File: src/rtl/pq_pkg.sv
package pq_pkg;

    typedef enum logic [1:0] {
        SEL_STAT = 2'd0,
        SEL_MASK = 2'd1,
        SEL_PORT = 2'd2,
        SEL_RSVD = 2'd3
    } pq_sel_e;

    typedef enum logic [1:0] {
        ST_IDLE  = 2'd0,
        ST_FETCH = 2'd1,
        ST_RESP  = 2'd2
    } pq_st_e;

    localparam int STAT_NE_BIT = 0;
    localparam int MASK_BIT    = 0;

endpackage

File: src/rtl/pq_ptr_regs.sv
module pq_ptr_regs #(
    parameter int              AW   = 32,
    parameter int              IDXW = 4,
    parameter logic [AW-1:0]   BASE = 32'h0001_0000
) (
    input  logic          clk,
    input  logic          rst_n,
    input  logic          head_we,
    input  logic [AW-1:0] head_wdata,
    input  logic          tail_adv,
    output logic [AW-1:0] head_addr,
    output logic [AW-1:0] tail_addr,
    output logic          not_empty
);

    localparam int PADW = AW - IDXW - 2;

    typedef struct packed {
        logic [IDXW-1:0] head;
        logic [IDXW-1:0] tail;
    } ptr_t;

    ptr_t ptr_d, ptr_q;

    // Only the index field of the written address is kept.
    logic unused_wbits;
    assign unused_wbits = ^{head_wdata[AW-1:IDXW+2], head_wdata[1:0]};

    always_comb begin
        ptr_d = ptr_q;
        if (head_we) begin
            ptr_d.head = head_wdata[IDXW+1:2];
        end
        if (tail_adv) begin
            ptr_d.tail = ptr_q.tail + 1'b1;
        end
    end

    always_ff @(posedge clk) begin
        if (!rst_n) begin
            ptr_q <= '0;
        end else begin
            ptr_q <= ptr_d;
        end
    end

    assign head_addr = BASE | {{PADW{1'b0}}, ptr_q.head, 2'b00};
    assign tail_addr = BASE | {{PADW{1'b0}}, ptr_q.tail, 2'b00};
    assign not_empty = (ptr_q.head != ptr_q.tail);

    // head only moves on a local write
    p_head_hold_r2: assert property (@(posedge clk) disable iff (!rst_n)
        !head_we |=> $stable(head_addr));

    // tail only moves when the port sequencer advances it
    p_tail_hold_r5: assert property (@(posedge clk) disable iff (!rst_n)
        !tail_adv |=> $stable(tail_addr));

endmodule

File: src/rtl/pq_irq_regs.sv
module pq_irq_regs (
    input  logic clk,
    input  logic rst_n,
    input  logic not_empty,
    input  logic mask_we,
    input  logic mask_wbit,
    output logic stat_bit,
    output logic mask_bit,
    output logic irq_o
);

    typedef struct packed {
        logic stat;
        logic mask;
    } irq_t;

    irq_t irq_d, irq_q;

    always_comb begin
        irq_d      = irq_q;
        irq_d.stat = not_empty;
        if (mask_we) begin
            irq_d.mask = mask_wbit;
        end
    end

    always_ff @(posedge clk) begin
        if (!rst_n) begin
            irq_q <= '{stat: 1'b0, mask: 1'b1};
        end else begin
            irq_q <= irq_d;
        end
    end

    assign stat_bit = irq_q.stat;
    assign mask_bit = irq_q.mask;
    assign irq_o    = irq_q.stat & ~irq_q.mask;

    // a set mask keeps the output quiet
    p_mask_blocks_r4: assert property (@(posedge clk) disable iff (!rst_n)
        mask_bit |-> !irq_o);

    // status follows the pointer comparison one cycle later
    p_stat_follows_r3: assert property (@(posedge clk) disable iff (!rst_n)
        not_empty |=> stat_bit);

    p_stat_clears_r3: assert property (@(posedge clk) disable iff (!rst_n)
        !not_empty |=> !stat_bit);

endmodule

File: src/rtl/pq_port_fsm.sv
module pq_port_fsm
    import pq_pkg::*;
#(
    parameter int AW = 32,
    parameter int DW = 32
) (
    input  logic          clk,
    input  logic          rst_n,
    input  logic          xm_req,
    input  logic          xm_we,
    input  logic [1:0]    xm_sel,
    input  logic [DW-1:0] xm_wdata,
    output logic          xm_ready,
    output logic [DW-1:0] xm_rdata,
    input  logic          stat_bit,
    input  logic          mask_bit,
    input  logic          not_empty,
    input  logic [AW-1:0] tail_addr,
    output logic          mem_req,
    output logic [AW-1:0] mem_addr,
    input  logic          mem_valid,
    input  logic [DW-1:0] mem_rdata,
    output logic          tail_adv,
    output logic          mask_we,
    output logic          mask_wbit
);

    localparam logic [DW-1:0] EMPTY_WORD = {DW{1'b1}};

    typedef struct packed {
        pq_st_e        st;
        logic [DW-1:0] rdata;
    } fsm_t;

    fsm_t fsm_d, fsm_q;
    pq_sel_e sel;

    logic unused_wbits;
    assign unused_wbits = ^xm_wdata[DW-1:1];

    assign sel = pq_sel_e'(xm_sel);

    always_comb begin
        fsm_d     = fsm_q;
        tail_adv  = 1'b0;
        mask_we   = 1'b0;
        mask_wbit = xm_wdata[MASK_BIT];
        unique case (fsm_q.st)
            ST_IDLE: begin
                if (xm_req) begin
                    fsm_d.st    = ST_RESP;
                    fsm_d.rdata = '0;
                    unique case (sel)
                        SEL_STAT: begin
                            fsm_d.rdata[STAT_NE_BIT] = stat_bit;
                        end
                        SEL_MASK: begin
                            mask_we                 = xm_we;
                            fsm_d.rdata[MASK_BIT]   = mask_bit;
                        end
                        SEL_PORT: begin
                            if (!xm_we && not_empty) begin
                                fsm_d.st = ST_FETCH;
                            end else begin
                                fsm_d.rdata = EMPTY_WORD;
                            end
                        end
                        default: begin
                            fsm_d.rdata = '0;
                        end
                    endcase
                end
            end
            ST_FETCH: begin
                if (mem_valid) begin
                    fsm_d.rdata = mem_rdata;
                    fsm_d.st    = ST_RESP;
                    tail_adv    = 1'b1;
                end
            end
            ST_RESP: begin
                fsm_d.st = ST_IDLE;
            end
            default: begin
                fsm_d.st = ST_IDLE;
            end
        endcase
    end

    always_ff @(posedge clk) begin
        if (!rst_n) begin
            fsm_q <= '{st: ST_IDLE, rdata: '0};
        end else begin
            fsm_q <= fsm_d;
        end
    end

    assign xm_ready = (fsm_q.st == ST_RESP);
    assign xm_rdata = fsm_q.rdata;
    assign mem_req  = (fsm_q.st == ST_FETCH);
    assign mem_addr = tail_addr;

    // request held with a steady address until data returns
    p_one_fetch_r10: assert property (@(posedge clk) disable iff (!rst_n)
        (mem_req && !mem_valid) |=> (mem_req && $stable(mem_addr)));

    p_no_ready_in_fetch_r10: assert property (@(posedge clk) disable iff (!rst_n)
        mem_req |-> !xm_ready);

    // returned word goes out as the read data
    p_fetch_data_r5: assert property (@(posedge clk) disable iff (!rst_n)
        (mem_req && mem_valid) |=> (xm_ready && xm_rdata == $past(mem_rdata)));

    // an empty port read never touches memory
    p_empty_no_fetch_r6: assert property (@(posedge clk) disable iff (!rst_n)
        (fsm_q.st == ST_IDLE && xm_req && sel == SEL_PORT && !not_empty)
        |=> (!mem_req && xm_ready && xm_rdata == EMPTY_WORD));

endmodule

File: src/rtl/post_queue_ctrl.sv
module post_queue_ctrl #(
    parameter int            AW    = 32,
    parameter int            DW    = 32,
    parameter int            DEPTH = 16,
    parameter logic [AW-1:0] BASE  = 32'h0001_0000
) (
    input  logic          clk,
    input  logic          rst_n,
    input  logic          lp_head_we,
    input  logic [AW-1:0] lp_head_wdata,
    output logic [AW-1:0] head_ptr,
    output logic [AW-1:0] tail_ptr,
    input  logic          xm_req,
    input  logic          xm_we,
    input  logic [1:0]    xm_sel,
    input  logic [DW-1:0] xm_wdata,
    output logic          xm_ready,
    output logic [DW-1:0] xm_rdata,
    output logic          mem_req,
    output logic [AW-1:0] mem_addr,
    input  logic          mem_valid,
    input  logic [DW-1:0] mem_rdata,
    output logic          irq_o
);

    localparam int            IDXW      = $clog2(DEPTH);
    localparam logic [AW-1:0] LAST_ADDR = BASE + AW'((DEPTH - 1) * 4);

    logic not_empty;
    logic tail_adv;
    logic stat_bit;
    logic mask_bit;
    logic mask_we;
    logic mask_wbit;

    pq_ptr_regs #(
        .AW   (AW),
        .IDXW (IDXW),
        .BASE (BASE)
    ) u_ptr (
        .clk        (clk),
        .rst_n      (rst_n),
        .head_we    (lp_head_we),
        .head_wdata (lp_head_wdata),
        .tail_adv   (tail_adv),
        .head_addr  (head_ptr),
        .tail_addr  (tail_ptr),
        .not_empty  (not_empty)
    );

    pq_irq_regs u_irq (
        .clk       (clk),
        .rst_n     (rst_n),
        .not_empty (not_empty),
        .mask_we   (mask_we),
        .mask_wbit (mask_wbit),
        .stat_bit  (stat_bit),
        .mask_bit  (mask_bit),
        .irq_o     (irq_o)
    );

    pq_port_fsm #(
        .AW (AW),
        .DW (DW)
    ) u_fsm (
        .clk       (clk),
        .rst_n     (rst_n),
        .xm_req    (xm_req),
        .xm_we     (xm_we),
        .xm_sel    (xm_sel),
        .xm_wdata  (xm_wdata),
        .xm_ready  (xm_ready),
        .xm_rdata  (xm_rdata),
        .stat_bit  (stat_bit),
        .mask_bit  (mask_bit),
        .not_empty (not_empty),
        .tail_addr (tail_ptr),
        .mem_req   (mem_req),
        .mem_addr  (mem_addr),
        .mem_valid (mem_valid),
        .mem_rdata (mem_rdata),
        .tail_adv  (tail_adv),
        .mask_we   (mask_we),
        .mask_wbit (mask_wbit)
    );

    // tail wraps back to the region start
    p_tail_wrap_r9: assert property (@(posedge clk) disable iff (!rst_n)
        (mem_req && mem_valid && tail_ptr == LAST_ADDR) |=> (tail_ptr == BASE));

    // a completed fetch moves the tail by one entry
    p_tail_step_r5: assert property (@(posedge clk) disable iff (!rst_n)
        (mem_req && mem_valid && tail_ptr != LAST_ADDR) |=> (tail_ptr == $past(tail_ptr) + AW'(4)));

endmodule

File: config.mk
export PLATFORM = sky130hd
export DESIGN_NAME = post_queue_ctrl
export DESIGN_NICKNAME = d
export VERILOG_FILES = /design/src/rtl/pq_pkg.sv /design/src/rtl/pq_ptr_regs.sv /design/src/rtl/pq_irq_regs.sv /design/src/rtl/pq_port_fsm.sv /design/src/rtl/post_queue_ctrl.sv
export SDC_FILE = /design/constraint.sdc
export NUM_CORES = 1
export LEC_CHECK = 0
export BUFFER_PORTS_ARGS = -buffer_cell sky130_fd_sc_hd__clkbuf_2
export CAP_MARGIN = 20
export CORE_AREA = 2 2 91 93
export CTS_CLUSTER_DIAMETER = 150
export CTS_CLUSTER_SIZE = 14
export DETAILED_ROUTE_END_ITERATION = 6
export DIE_AREA = 0 0 93 95
export GPL_ROUTABILITY_DRIVEN = 1
export PLACE_DENSITY = 0.77
export SLEW_MARGIN = 40
export SYNTH_ARGS = -nofsm -noshare
export SYNTH_HDL_FRONTEND = slang
export SYNTH_SLANG_ARGS = --single-unit
File: constraint.sdc
create_clock -name clk -period 3 [get_ports clk]
set_clock_uncertainty 0.05 [all_clocks]
set_input_delay 0 -clock clk [delete_from_list [all_inputs] [get_ports clk]]
set_output_delay 0 -clock clk [all_outputs]
set_load 0.01 [all_outputs]
==> results of run 1 <==
## stage by stage
stage          hold slack [ns]  utilization  instance area (um^2)
4_1_cts                 0.0190        0.411                  3260
6_report                0.0360        0.411                  3260
5_1_grt                 0.0330        0.411                  3260
3_3_place_gp             0.170        0.352                  2790
3_5_place_dp             0.183        0.352                  2790
2_1_floorplan           0.0751            -                  3150
## placed cells by master (no fill, tap or decap), types with 4 or more instances in the layout
cell type	instances
clkbuf_8	6
a21oi_2	29
clkbuf_2	91
xor2_1	4
nor2b_1	8
dlygate4sd3_1	38
nand2b_1	5
o21ai_0	33
dfxtp_1	44
mux2i_1	5
nand2_1	36
conb_1	84
## flip-flops by register name, indices dropped and copies added (netlist names)
| signal | cells |
|---|---|
| u_irq.stat_bit | 1 |
| u_fsm.xm_rdata | 32 |
| u_ptr.tail_addr | 4 |
| u_fsm.fsm_q | 2 |
| u_ptr.head_addr | 4 |
| u_irq.mask_bit | 1 |
## metal layers
layer | part of all wire | global-route usage | vias to the layer above
li1 | - | - | 1047
met2 | 0.52 | 0.228 | 102
met4 | 0.0026 | 0.0221 | 0
met5 | 0 | 0 | -
met1 | 0.39 | 0.147 | 986
met3 | 0.084 | 0.0407 | 2
## worst max-delay path: cells and delay by family (launching register included)
kind	cells	cell delay [ns]
flops	1	0.45
simple gates	1	0.11
compound gates	2	0.84
buf+inv	1	0.45
xor+xnor	1	0.27
## power breakdown
part | leakage [uW] | switching, uW | total [uW] | internal (uW)
Combinational | 0.00110 | 185 | 313 | 128
Sequential | 0.000362 | 24.1 | 650 | 626
Clock | 0.0000455 | 192 | 380 | 188
Total | 0.00151 | 401 | 1340 | 942
## what timing repair did
action / in CTS / in global routing
resized for setup: 0 / 0
endpoints found under the hold margin: 39 / 0
hold buffers: 38 / 0
## cells in the mapped netlist, drive strengths merged, types with 2 or more instances
cell    count
nand2b      5
conb        2
o21ai      33
o31ai       2
buf       124
nand2      36
dfxtp      44
a21boi      3
nand3       3
clkbuf     11
xor2        4
and2        2
mux2i       5
xnor2       2
a21oi      34
nor2b       9
## kinds of logic (layout without fill, tap and decap cells)
family / Yosys count / count (layout) / share of synthesized area
other: 2 / 84 / 0.00264
buffers and inverters: 136 / 141 / 0.347
adders and majority gates: 1 / 1 / 0.00440
AOI/OAI and AO/OA: 76 / 76 / 0.193
muxes: 5 / 5 / 0.0176
DFF: 44 / 44 / 0.310
xor gates and xnor gates: 6 / 6 / 0.0185
and+or+nand+nor: 61 / 61 / 0.107
## layout make-up
type | instances | area, um^2
repair buffers | 132 | 858
inverters | 1 | 3.75
fillers | 794 | 4670
well taps | 105 | 131
clock buffers | 8 | 90.1
flip-flops and latches | 44 | 881
multi-input cells | 233 | 1290
## path summary, 6_finish.rpt
path	slack (ns)	to	depth (start not counted)	from
hold reg to reg	0.47	u_irq.mask_bit	2	u_irq.mask_bit
setup / recovery	0.69	u_fsm.xm_rdata[8]	5	u_ptr.tail_addr[3]
hold / removal	0.04	u_ptr.head_addr[4]	3	lp_head_we
setup reg to reg	0.69	u_fsm.xm_rdata[8]	5	u_ptr.tail_addr[3]
==> flow_summary.toml, run 1 <==
[logic_synthesis]
synth_cells = 331
async_flop_share = 0
synth_cell_types = 34
synth_top_area_share = 0.317
ys_ff_latch = 44
ys_top_cells_by_area = "buf_4, dfxtp_1, a21oi_2"
yosysTopAreaCell = "buf_4"
yosysSeqAreaShare = 0.310
synth_edf_count = 0
syn_area_mm2 = 0.00284
synth_area_per_cell_um2 = 8.59
synth_warnings = 0
synth_ff_type = "dfxtp_1"

[clock_network]
cts_root_buf = "clkbuf_8"
cts.clk_slew.worst_paths_ns = 0.08
cts_buffer_depth = 2
cts_setup_buffers = 0
htreeDepth = 2
cts_tree = "done"
numClockSinks = 44
cts_made_buffers = 5
clock_latency_ns = 0.28

[route]
wire_per_inst_um = 11.2
drt-pass1-iter-count = 4
vias = 2137
drt-initial-drc-count = 95
drc = 0
drt_wl_total_um = 5870
ant_nets = 0
vias_per_cell = 4.09

[power]
p_total_uw = 1340
p_leak_uw = 0.00151
irDropWorstVdd_mv = 0.164
power.density_mw_per_mm2 = 412

[floorplan]
num_io_pins = 235
dieWidth_um = 93
row_count = 33
die_h_um = 95
initial_core_util = 0.359
die-area_mm2 = 0.00884
core_area_mm2 = 0.00793

[global_route]
grtUsageTotal = 0.126
grt-ovfl-total = 0
grt_pass1_vias = 1860
grt_pass1_wl_um = 8870
antenna_found_initial = 0
grt_max_degree = 44

[finish]
syn_to_final_growth_pct = 14.7
antenna-diode-count = 0
layout-drive-gt1-share = 0.321
final_cells = 523
finish.net_count = 522

[critical_path]
arrival_ns = 2.42
worstSetupEndpointType = "flip-flop"
cpPeakStageDelay_ns = 0.75
cp-start-kind = "flip-flop"
critPathKind = "flip-flop to flip-flop"
crit_chain = "xor2_1, nor4_4, o32ai_4, buf_4, a21oi_2"
cp_slowest_cell = "o32ai_4"
crit_fanout = 19
required_ns = 3.11

[placed_design]
gp_congestion = 0.758
numPortBuffers = 91
place_inst = 477
dp_hpwl_um = 3920
preCtsSetupSlack_ns = 0.656

[sta]
rsz0062_at_grt = "false"
fin_setup_tns_ns = 0
setup_violations = 0
slew_viol_final = 0
slew_headroom = 0.443
setup_ws_ns = 0.693
fin_crit_sh = 0.769
fmax_mhz = 433
fin_crit_ns = 2.31
hold_viol = 0
worstMarginPinSlew_ns = 0.835

[hold_path]
hold_class = "primary input to flip-flop"

[outcome]
status = "finished, final reports clean"

[flow_run]
drv_cap = 0
Note: power is estimated with default switching activity, not from simulation.
==> inputs of run 2 (changes only) <==
--- a/config.mk
+++ b/config.mk
@@ -7,13 +7,13 @@
 export LEC_CHECK = 0
 export BUFFER_PORTS_ARGS = -buffer_cell sky130_fd_sc_hd__clkbuf_2
 export CAP_MARGIN = 20
-export CORE_AREA = 2 2 91 93
+export CORE_MARGIN = 1
+export CORE_UTILIZATION = 35
 export CTS_CLUSTER_DIAMETER = 150
 export CTS_CLUSTER_SIZE = 14
 export DETAILED_ROUTE_END_ITERATION = 6
-export DIE_AREA = 0 0 93 95
 export GPL_ROUTABILITY_DRIVEN = 1
-export PLACE_DENSITY = 0.77
+export PLACE_DENSITY = 0.78
 export SLEW_MARGIN = 40
 export SYNTH_ARGS = -nofsm -noshare
 export SYNTH_HDL_FRONTEND = slang
==> constraint.sdc (replaced) <==
create_clock -name clk -period 2 [get_ports clk]
set_clock_uncertainty 0.05 [all_clocks]
set_input_delay 0 -clock clk [delete_from_list [all_inputs] [get_ports clk]]
set_output_delay 0 -clock clk [all_outputs]
set_load 0.01 [all_outputs]
==> run 2 against run 1 <==
Largest power group unchanged; final area rose by 1.1%; global-route usage rose by 2.1 points; fmax rose by 27%; critical path type unchanged; sequential power rose by 50%.
==> flow_summary.toml, run 2 (synthesis results as in run 1) <==
[critical_path]
arrival_ns = 1.98
reg2reg_setup_slack_ns = 0.19
cp_slowest_cell = "nor4_4"
cp-start-kind = "flip-flop"
worstSetupEndpointType = "flip-flop"
critPathKind = "flip-flop to flip-flop"
worstRegToRegCells = 5
crit_fanout = 23
cpPeakStageDelay_ns = 0.51
r2r_end = "u_fsm.xm_rdata[30]"
required_ns = 2.17
r2r_start = "u_ptr.tail_addr[2]"
crit_chain = "xor2_1, nor4_4, o32ai_4, buf_12, a21oi_1"

[placed_design]
gp_congestion = 0.687
numPortBuffers = 91
dp_hpwl_um = 4010
place_inst = 478

[clock_network]
cts_buffer_depth = 2
cts.clk_slew.worst_paths_ns = 0.08
cts_made_buffers = 5
htreeDepth = 2
numClockSinks = 44
ctsResizeCount = 0
cts_root_buf = "clkbuf_8"
clock_latency_ns = 0.28
cts_tree = "done"

[global_route]
grt_pass1_vias = 2070
grt_pass1_wl_um = 9650
grt-ovfl-total = 0
grt_max_degree = 35
antenna_found_initial = 0
grtUsageTotal = 0.147

[sta]
fmax_mhz = 552
worstMarginPinSlew_ns = 0.608
fin_setup_tns_ns = 0
slew_headroom = 0.595
fin_crit_ns = 1.81
hold_viol = 0
setup_violations = 0
fin_crit_sh = 0.906
slew_viol_final = 0
rsz0062_at_grt = "false"

[floorplan]
die_h_um = 92.1
core_area_mm2 = 0.00781
die-area_mm2 = 0.00849
num_io_pins = 235
initial_core_util = 0.364
dieWidth_um = 92.1
row_count = 32

[finish]
syn_to_final_growth_pct = 15.9
antenna-diode-count = 0
seqCellArea_um2 = 881
layout-drive-gt1-share = 0.327
layout_common_cells = "clkbuf_2, conb_1, dfxtp_1"
multi_input_area_mm2 = 0.00129
finish.net_count = 527
final_common_cell = "clkbuf_2"
largest_register_ffs = 32
nFillCells = 775
final_cells = 524

[power]
p_leak_uw = 0.00154
power.density_mw_per_mm2 = 604
p_total_uw = 1990
irDropWorstVdd_mv = 0.271

[route]
ant_nets = 0
vias_per_cell = 4.15
drc = 0
wire_per_inst_um = 11.6
drt-pass1-iter-count = 4
vias = 2176
drt_wl_total_um = 6090
drt-initial-drc-count = 55

[hold_path]
hold_class = "primary input to flip-flop"
holdPathEnd = "u_fsm.fsm_q[32]"
min_from = "xm_we"
min_delay_path_depth = 3

[outcome]
status = "finished, final reports clean"

[flow_run]
drv_cap = 0
-- run 2: changes by cell type in the layout (fill, tap and decap cells not counted) --
cell and delta:
buf_4 +3, buf_12 +1, clkbuf_1 -1, clkbuf_8 -1, clkinv_2 +1, dlygate4sd3_1 +1
-- run 2: stage by stage --
step / util / worst slack [ns] / hold slack [ns] / area, um^2
floorplan: - / 0.425 / 0.0751 / 3150
detailed placement: 0.362 / 0.218 / 0.191 / 2830
finish: 0.422 / 0.188 / 0.0497 / 3300
global route: 0.422 / 0.0838 / 0.0420 / 3300
global placement: 0.362 / 0.277 / 0.169 / 2830
CTS: 0.422 / 0.195 / 0.0277 / 3300
-- run 2: area by class of cell --
class / instances / share of cell area
multi-input cells: 233 / 0.393
repair buffers: 137 / 0.276
flip-flops and latches: 44 / 0.267
well taps: 102 / 0.0387
clock buffers: 6 / 0.0220
clock inverters: 1 / 0.00152
inverters: 1 / 0.00114
-- run 2: repair_timing --
item | in CTS | in global routing
setup buffers | 0 | 0
hold endpoints to repair | 39 | 0
hold buffers | 39 | 0
-- run 2: worst max path at each step --
stage | startpoint | end | slack (ns)
2_1_floorplan | u_ptr.tail_addr[2] | u_fsm.xm_rdata[1] | 0.43
3_5_place_dp | u_ptr.tail_addr[2] | u_fsm.xm_rdata[30] | 0.22
3_3_place_gp | u_ptr.tail_addr[2] | u_fsm.xm_rdata[30] | 0.28
5_1_grt | u_ptr.tail_addr[2] | u_fsm.xm_rdata[30] | 0.08
6_report | u_ptr.tail_addr[2] | u_fsm.xm_rdata[30] | 0.19
4_1_cts | u_ptr.tail_addr[2] | u_fsm.xm_rdata[30] | 0.20
-- run 2: layer usage --
layer / global-route usage / vias up / routed length [um]
met5: 0 / - / 0
met4: 0.0417 / 0 / 82
met3: 0.0398 / 8 / 375
met2: 0.285 / 108 / 3320
met1: 0.151 / 1004 / 2310
li1: - / 1056 / -
-- run 2: power breakdown --
part | internal (uW) | switching, uW
sequential | 939 | 36.3
combinational | 204 | 287
clock | 238 | 284
total | 1380 | 607
-- run 2: worst max-delay path, delay by kind of cell (launching register included) --
kind,cells,cell delay (ns)
AND/OR/NAND/NOR,1,0.51
flip-flops,1,0.47
AO/OA/AOI/OAI,2,0.35
buffers and inverters,1,0.21
XOR/XNOR,1,0.15
